--- src/rtl/regcore.sv ---
module regcore #(
  parameter int DW   = 8,
  parameter int NREG = 8,
  parameter int AW   = 13
)(
  input  logic               clk,
  input  logic               rst,
  input  logic               halt,
  output logic [AW-1:0]      imem_addr,
  input  logic [7:0]         imem_data,
  output logic [AW-1:0]      dbg_pc,
  output logic [NREG*DW-1:0] dbg_regs,
  output logic               div0_flag
);
  localparam int RW = $clog2(NREG);

  typedef enum logic [1:0] {PH_HI, PH_LO, PH_EX} phase_t;

  phase_t         ph;
  logic [AW-1:0]  pc;
  logic [7:0]     ir_hi;
  logic [4:0]     ir_lo;
  logic [DW-1:0]  rf [NREG];
  logic [DW-1:0]  res;
  logic           wr, dz;

  wire [12:0]    iw  = {ir_hi, ir_lo};
  wire [3:0]     op  = iw[12:9];
  wire [RW-1:0]  rd  = iw[8:6];
  wire [RW-1:0]  rs1 = iw[5:3];
  wire [RW-1:0]  rs2 = iw[2:0];
  wire [DW-1:0]  a   = rf[rs1];
  wire [DW-1:0]  b   = rf[rs2];
  wire           exec = (ph == PH_EX) && !halt;

  assign imem_addr = (ph == PH_LO) ? (pc | AW'(1)) : pc;
  assign dbg_pc    = pc;

  for (genvar i = 0; i < NREG; i++) begin : g_dbg
    assign dbg_regs[i*DW +: DW] = rf[i];
  end

  always_comb begin
    res = '0;
    wr  = 1'b0;
    dz  = 1'b0;
    case (op)
      4'd0: begin res = a + b; wr = 1'b1; end
      4'd1: begin res = a - b; wr = 1'b1; end
      4'd2: begin res = a * b; wr = 1'b1; end
      4'd3: begin
        wr = 1'b1;
        if (b == '0) begin res = '1; dz = 1'b1; end
        else res = a / b;
      end
      4'd4: begin res = a & b; wr = 1'b1; end
      4'd5: begin res = a | b; wr = 1'b1; end
      4'd6: begin res = ~a;    wr = 1'b1; end
      default: ;
    endcase
  end

  always_ff @(posedge clk) begin
    if (rst) begin
      pc        <= '0;
      ph        <= PH_HI;
      ir_hi     <= '0;
      ir_lo     <= '0;
      div0_flag <= 1'b0;
      for (int i = 0; i < NREG; i++) rf[i] <= '0;
    end else if (!halt) begin
      case (ph)
        PH_HI: begin ir_hi <= imem_data;      ph <= PH_LO; end
        PH_LO: begin ir_lo <= imem_data[7:3]; ph <= PH_EX; end
        default: begin
          pc <= pc + AW'(2);
          ph <= PH_HI;
          if (wr) rf[rd] <= res;
          if (dz) div0_flag <= 1'b1;
        end
      endcase
    end
  end

  a_r1_reset_state: assert property (@(posedge clk)
    rst |=> (pc == '0 && ph == PH_HI && !div0_flag && dbg_regs == '0));

  a_r2_fetch_order: assert property (@(posedge clk) disable iff (rst)
    (!rst && !halt && ph == PH_HI) |=> (ph == PH_LO && imem_addr == (pc | AW'(1))));

  a_r2_pc_step: assert property (@(posedge clk) disable iff (rst)
    (!rst && exec) |=> (pc == $past(pc) + AW'(2) && ph == PH_HI));

  a_r3_pc_even: assert property (@(posedge clk) disable iff (rst)
    pc[0] == 1'b0);

  a_r8_nop_keeps_regs: assert property (@(posedge clk) disable iff (rst)
    (!rst && exec && op > 4'd6) |=> $stable(dbg_regs));

  a_r9_div0_sets: assert property (@(posedge clk) disable iff (rst)
    (!rst && exec && op == 4'd3 && b == '0) |=> (div0_flag && rf[$past(rd)] == '1));

  a_r9_flag_sticky: assert property (@(posedge clk) disable iff (rst)
    (!rst && div0_flag) |=> div0_flag);

  a_r10_halt_freeze: assert property (@(posedge clk) disable iff (rst)
    (!rst && halt) |=> ($stable(pc) && $stable(ph) && $stable(dbg_regs) && $stable(div0_flag)));
endmodule

--- config.mk ---
export PLATFORM = sky130hd
export DESIGN_NAME = regcore
export DESIGN_NICKNAME = d
export VERILOG_FILES = /design/src/rtl/regcore.sv
export SDC_FILE = /design/constraint.sdc
export NUM_CORES = 1
export LEC_CHECK = 0
export BUFFER_PORTS_ARGS = -buffer_cell sky130_fd_sc_hd__buf_2
export CAP_MARGIN = 20
export CORE_UTILIZATION = 45
export DETAILED_ROUTE_END_ITERATION = 12
export PLACE_DENSITY = 0.66
export SYNTH_ARGS = -nofsm -noshare
export SYNTH_HDL_FRONTEND = slang
export SYNTH_SLANG_ARGS = --single-unit
--- constraint.sdc ---
create_clock -name clk -period 14.74 [get_ports clk]
set_clock_uncertainty 0.15 [all_clocks]
set_input_delay 0.737 -clock clk [delete_from_list [all_inputs] [get_ports clk]]
set_output_delay 0.737 -clock clk [all_outputs]
set_load 0.005 [all_outputs]
# --- Word-level counts from Yosys, hierarchy flattened ---
# Memories as Yosys holds them, arrays and structs flattened. A register that Yosys moved wholly into a read port is not among the register bits.
# Index checks and enable logic that the tools add are counted.
totals:
  regBits: 29
  mem_bits_rw: 64
  in_bits: 11
  n_memories: 1
mem_list:
  columns: ["name", "words", "word_bits", "rd", "rd_ports_with_merged_regs", "wr", "line_no", "source"]
  rows:
  - ["rf", 8, 8, 10, 1, 8, "23", "logic [DW-1:0] rf [NREG];"]
op_classes:
  n_addsub: 3
  mul: 1
  n_div: 1
  n_eq_ne: 7
  n_mux: 19
  n_bitwise: 5
  reduce_logical: 10
ops:
  columns: ["cell", "n"]
  rows:
  - ["8-bit one-hot mux with 7 select lines", 1]
  - ["8-bit 2-to-1 mux", 2]
  - ["13-bit by 2-bit adder with 13-bit output, second input constant", 1]
  - ["4-bit by 3-bit == test with 1-bit output, second input constant", 3]
  - ["1-bit 2-to-1 mux", 12]
  - ["3-bit 2-to-1 mux", 3]
  - ["8-bit adder", 1]
  - ["8-bit AND", 1]
  - ["8-bit by 8-bit divider with 8-bit output", 1]
  - ["4-bit by 2-bit == test with 1-bit output, second input constant", 2]
  - ["8-bit zero test", 1]
  - ["8-bit by 8-bit multiplier with 8-bit output", 1]
  - ["8-bit NOT", 1]
  - ["8-bit bitwise OR", 1]
  - ["8-bit OR reduction", 1]
  - ["8-bit subtractor", 1]
  - ["7-bit OR reduction", 1]
  - ["2-bit AND reduction", 3]
  - ["4-bit by 1-bit == test with 1-bit output, second input constant", 1]
  - ["4-bit zero test", 1]
  - ["2-bit one-hot mux with 2 select lines", 1]
  - ["3-bit AND reduction", 1]
  - ["2-bit by 1-bit == test with 1-bit output, second input constant", 1]
  - ["2-bit zero test", 1]
  - ["other kinds (2)", 3]

# --- Longest topological paths before layout ---
logic_depth:
  word_depth: 10
  ltp_mapped: 60

# --- Least setup slack after synthesis ---
# No wires, ideal clock.
synth_path:
  path_type: "flip-flop to flip-flop"
  startpoint: "register with a tool-made name"
  endpoint: "memory rf[0][0] (data pin)"
  arrival_time_ns: 12.244
  path_slack_ns: 2.068
  stages_incl_launch_ff: 58
  path_buffers: 4
  period_less_slack_ns: 12.672
  path_cell_list: "dfxtp_1 > buf_6 > buf_4 > mux4_2 > mux2i_1 > ha_1 > a31oi_1 > a31oi_1 > ha_1 > o21a_1 > nor2_1 > nor4_2 > mux2_2 > inv_1 > ha_1 > o21a_1 > o21a_1 > o211a_1 > [22 not listed] > clkbuf_1 > mux2i_1 > ha_1 > o21a_1 > o21a_1 > o21ai_0 > a21oi_1 > o21ai_0 > a21oi_1 > mux2_2 > ha_1 > o21a_1 > o21a_1 > o21a_1 > o21a_1 > o21a_1 > o211ai_1 > a21oi_1"
synth_rtl:
  columns: ["element", "line_no"]
  rows:
  - ["to (decl)", "23"]

==> results.md <==
- Most area-consuming cells after synthesis: edfxtp_1 25%, ha_1 11%, mux4_2 9.2%, dfxtp_1 7.9%, nor2_1 5.7%
- Worst EP required: 14.65 ns
- Synth top area share: 24.6%
- Post-layout minimum cycle time: about 13 ns
- NetSw: 0.370 mW
- Initial drt markers: 483
- Vias in the first global route: 6,071
- Worst-Margin Slew: 1.23 ns
- Most common cell after layout, fill and taps aside: nor2_1
- PortBufs: 100
- Worst R2R End: rf[4][0]
- Die height: 134 µm
- Die ar.: 17,900 µm²
- Worst stage delay on the critical path: 0.65 ns
- Ant. Diodes: 0
- Worst VDD drop: 81.4 µV
- #FFs+latches synth: 95
- Commonest cells after routing, fill and taps aside: 118 x nor2_1, 101 x buf_2, 66 x ha_1
- Mapped Nets: 876
- EDFF count, synth: 64
- Achievable frequency: 74.7 MHz
- Final hold vios: 0
- Vias per cell: 5.76
- Clock share of power: 22.8%
- GRT Overall Usage: a little under a quarter
- Comb power frac: 46.1%
- Endpoints failing setup: 0
- CP Max Fanout: 14
- DP Area: 8450 µm²
- Post-route cell area: around 8700 µm²
- Layout Utilization: 52.1%
- Max-cap violations: 0
- Setup crit end: rf[4][0]
- Yosys top cell by area: edfxtp_1
- Initial antenna violation count: 0
- Worst reg-to-reg path cell count: 56
- Power Internal: 0.609 mW
- CP arrival: around 13 ns
- CTS tree: yes
- Initial Util: between 40% and 50%
- Post-Synthesis Cells: 786
- CTS H-tree lvls: 3
- Top_reg_cell synth: edfxtp_1
- Clk buf depth: 2
- Slowest stage cell, crit path: o211ai_1
- Slew Limit Fails: 0
- Sw Ratio: 37.8%
- TritonCTS buffer count: 9
- Core area: 16,800 µm²
- Detail Route Antenna Nets: 0
- HP Class: reg2reg
- Global-route wire length before repair: 32,700 µm
- DP HPWL: 16,100 µm
- Layout cell share with drive strength beyond 1: a little over a fifth
- GPL Wtd Cong: 0.882
- Drt first pass iters: 5
- CTS root buf: clkbuf_16
- Leak: 3.72 nW
- Area added between synthesis and finish: 11.9%
- Clock sinks: 95
- Flop pwr share: between 30% and 40%
- Setup tns final: 0 ns
- Setup Buffers After CTS: 0
- Cell Area, Synth: 7810 µm²
- YS warnings: 0
- Period utilisation layout: 90.8%
- Horiz. Die Dim: 134 µm
- Final nets: 962
- Critical path's most frequent cell: o21a_1
- Ys async rst share: 0%
- Power density over the cells: between 100 and 150 nW/µm²
- Sequential fraction of the synthesis area: 32.6%
- RSZ-0062 raised after global routing: no
- Relative slew slack: between 10% and 20%
- IO Pins: 102
- Worst setup EP type: flip-flop
- Post-synth cell types: 70
- Reg2reg setup slack: 1.36 ns
- Row count: 47
- CP startpoint kind: flip-flop
- Critical path type: reg2reg
- Skew-Pair Late Insertion Delay: roughly 0.35 ns
- Syn_area_per_cell: 9.93 µm²
- GRT overflow: 0
- Largest net degree at the start of global routing: 38
- Clock transition at the registers of the reported paths: 0.07 ns
- Post-DR wirelength/cell: 19.0 µm
- DRC viols: 0
- Via count: 6,322
- Routed WL: 20,900 µm
- Status: complete, no violations
through the flow:
step                setup WS [ns]  hold slack, ns  std cells  power, mW
global placement             1.34           0.303       1080      0.751
floorplan                    2.07           0.300        786      0.648
detailed placement           1.03           0.321       1080      0.752
CTS                         0.954           0.335       1096      0.973
finish                       1.36           0.331       1097      0.979
global route                0.181           0.350       1097       1.04
power by group through the flow:
stage	clock, mW	combinational (mW)	sequential, mW
6_report	0.223	0.451	0.305
5_1_grt	0.235	0.503	0.306
4_1_cts	0.224	0.445	0.305
3_5_place_dp	0	0.442	0.310
3_3_place_gp	0	0.441	0.310
2_1_floorplan	0	0.343	0.305
state kept, by name, indices dropped and copies added, names as in the netlist, named ones only:
name       cells
ir_hi          8
ph             2
dbg_pc        12
div0_flag      1
ir_lo          5
rf            64
how the worst min path moves through the flow:
stage	from	end	slack [ns]	cells after the start
after floorplan	ir_hi[1]	ir_hi[1]	0.30	2
after global placement	div0_flag	div0_flag	0.30	2
after detailed placement	div0_flag	div0_flag	0.32	2
after CTS	ir_hi[1]	ir_hi[1]	0.33	2
after global routing	ir_hi[1]	ir_hi[1]	0.35	2
final	div0_flag	div0_flag	0.33	2
repair_timing:
item,4_1_cts,5_1_grt
hold buffers,0,0
gates resized for setup,0,3
setup endpoints to repair,0,8
critical path, delay by kind of cell (launching register included):
kind            cells  cell delay, ns
fa+ha+maj           7            1.73
simple gates        5            0.92
flops               1            0.59
mux                 6            2.10
compound gates     35            7.12
buf+inv             3            0.47
Yosys cell counts (all sizes together), types with 3 or more instances:
cell type / number
a2111oi: 3
a211oi: 5
a21o: 9
a21oi: 47
a222oi: 4
a31o: 3
a31oi: 6
and2: 8
and3: 5
buf: 25
clkbuf: 12
clkinv: 3
dfxtp: 31
edfxtp: 64
fa: 13
ha: 66
inv: 49
mux2: 17
mux2i: 27
mux4: 32
nand2: 59
nand2b: 9
nand3: 10
nand4: 4
nor2: 118
nor2b: 6
nor3: 23
nor3b: 4
o211a: 4
o211ai: 3
o21a: 19
o21ai: 26
o21bai: 4
or3: 4
xnor2: 23
xor2: 15
routing by layer:
metal	share of wire, %	GRT usage [%]	vias to the layer above	routed length, µm
met1	44	32.5	3013	9170
met3	6.7	2.66	37	1390
li1	-	-	3015	-
met2	47	39.3	257	9830
met5	0	0	-	0
met4	2.3	7.70	0	474
cell families after synthesis:
family,count (synthesis),synth area share (%)
flops,95,32.6
other cells,1,0.0480
compound gates,148,12.5
xor+xnor,39,4.55
buf+inv,89,5.48
simple gates,257,14.8
fa+ha+maj,81,14.2
mux,76,15.9
cell type report:
class	count	area, µm²
inverter	52	205
clock inverter	4	28.8
fill	1532	8030
sequential	95	2540
multi-input combinational	602	4840
timing repair buffer	112	588
tap	220	275
clock buffer	12	246
Note: power is estimated with default switching activity, not from simulation.
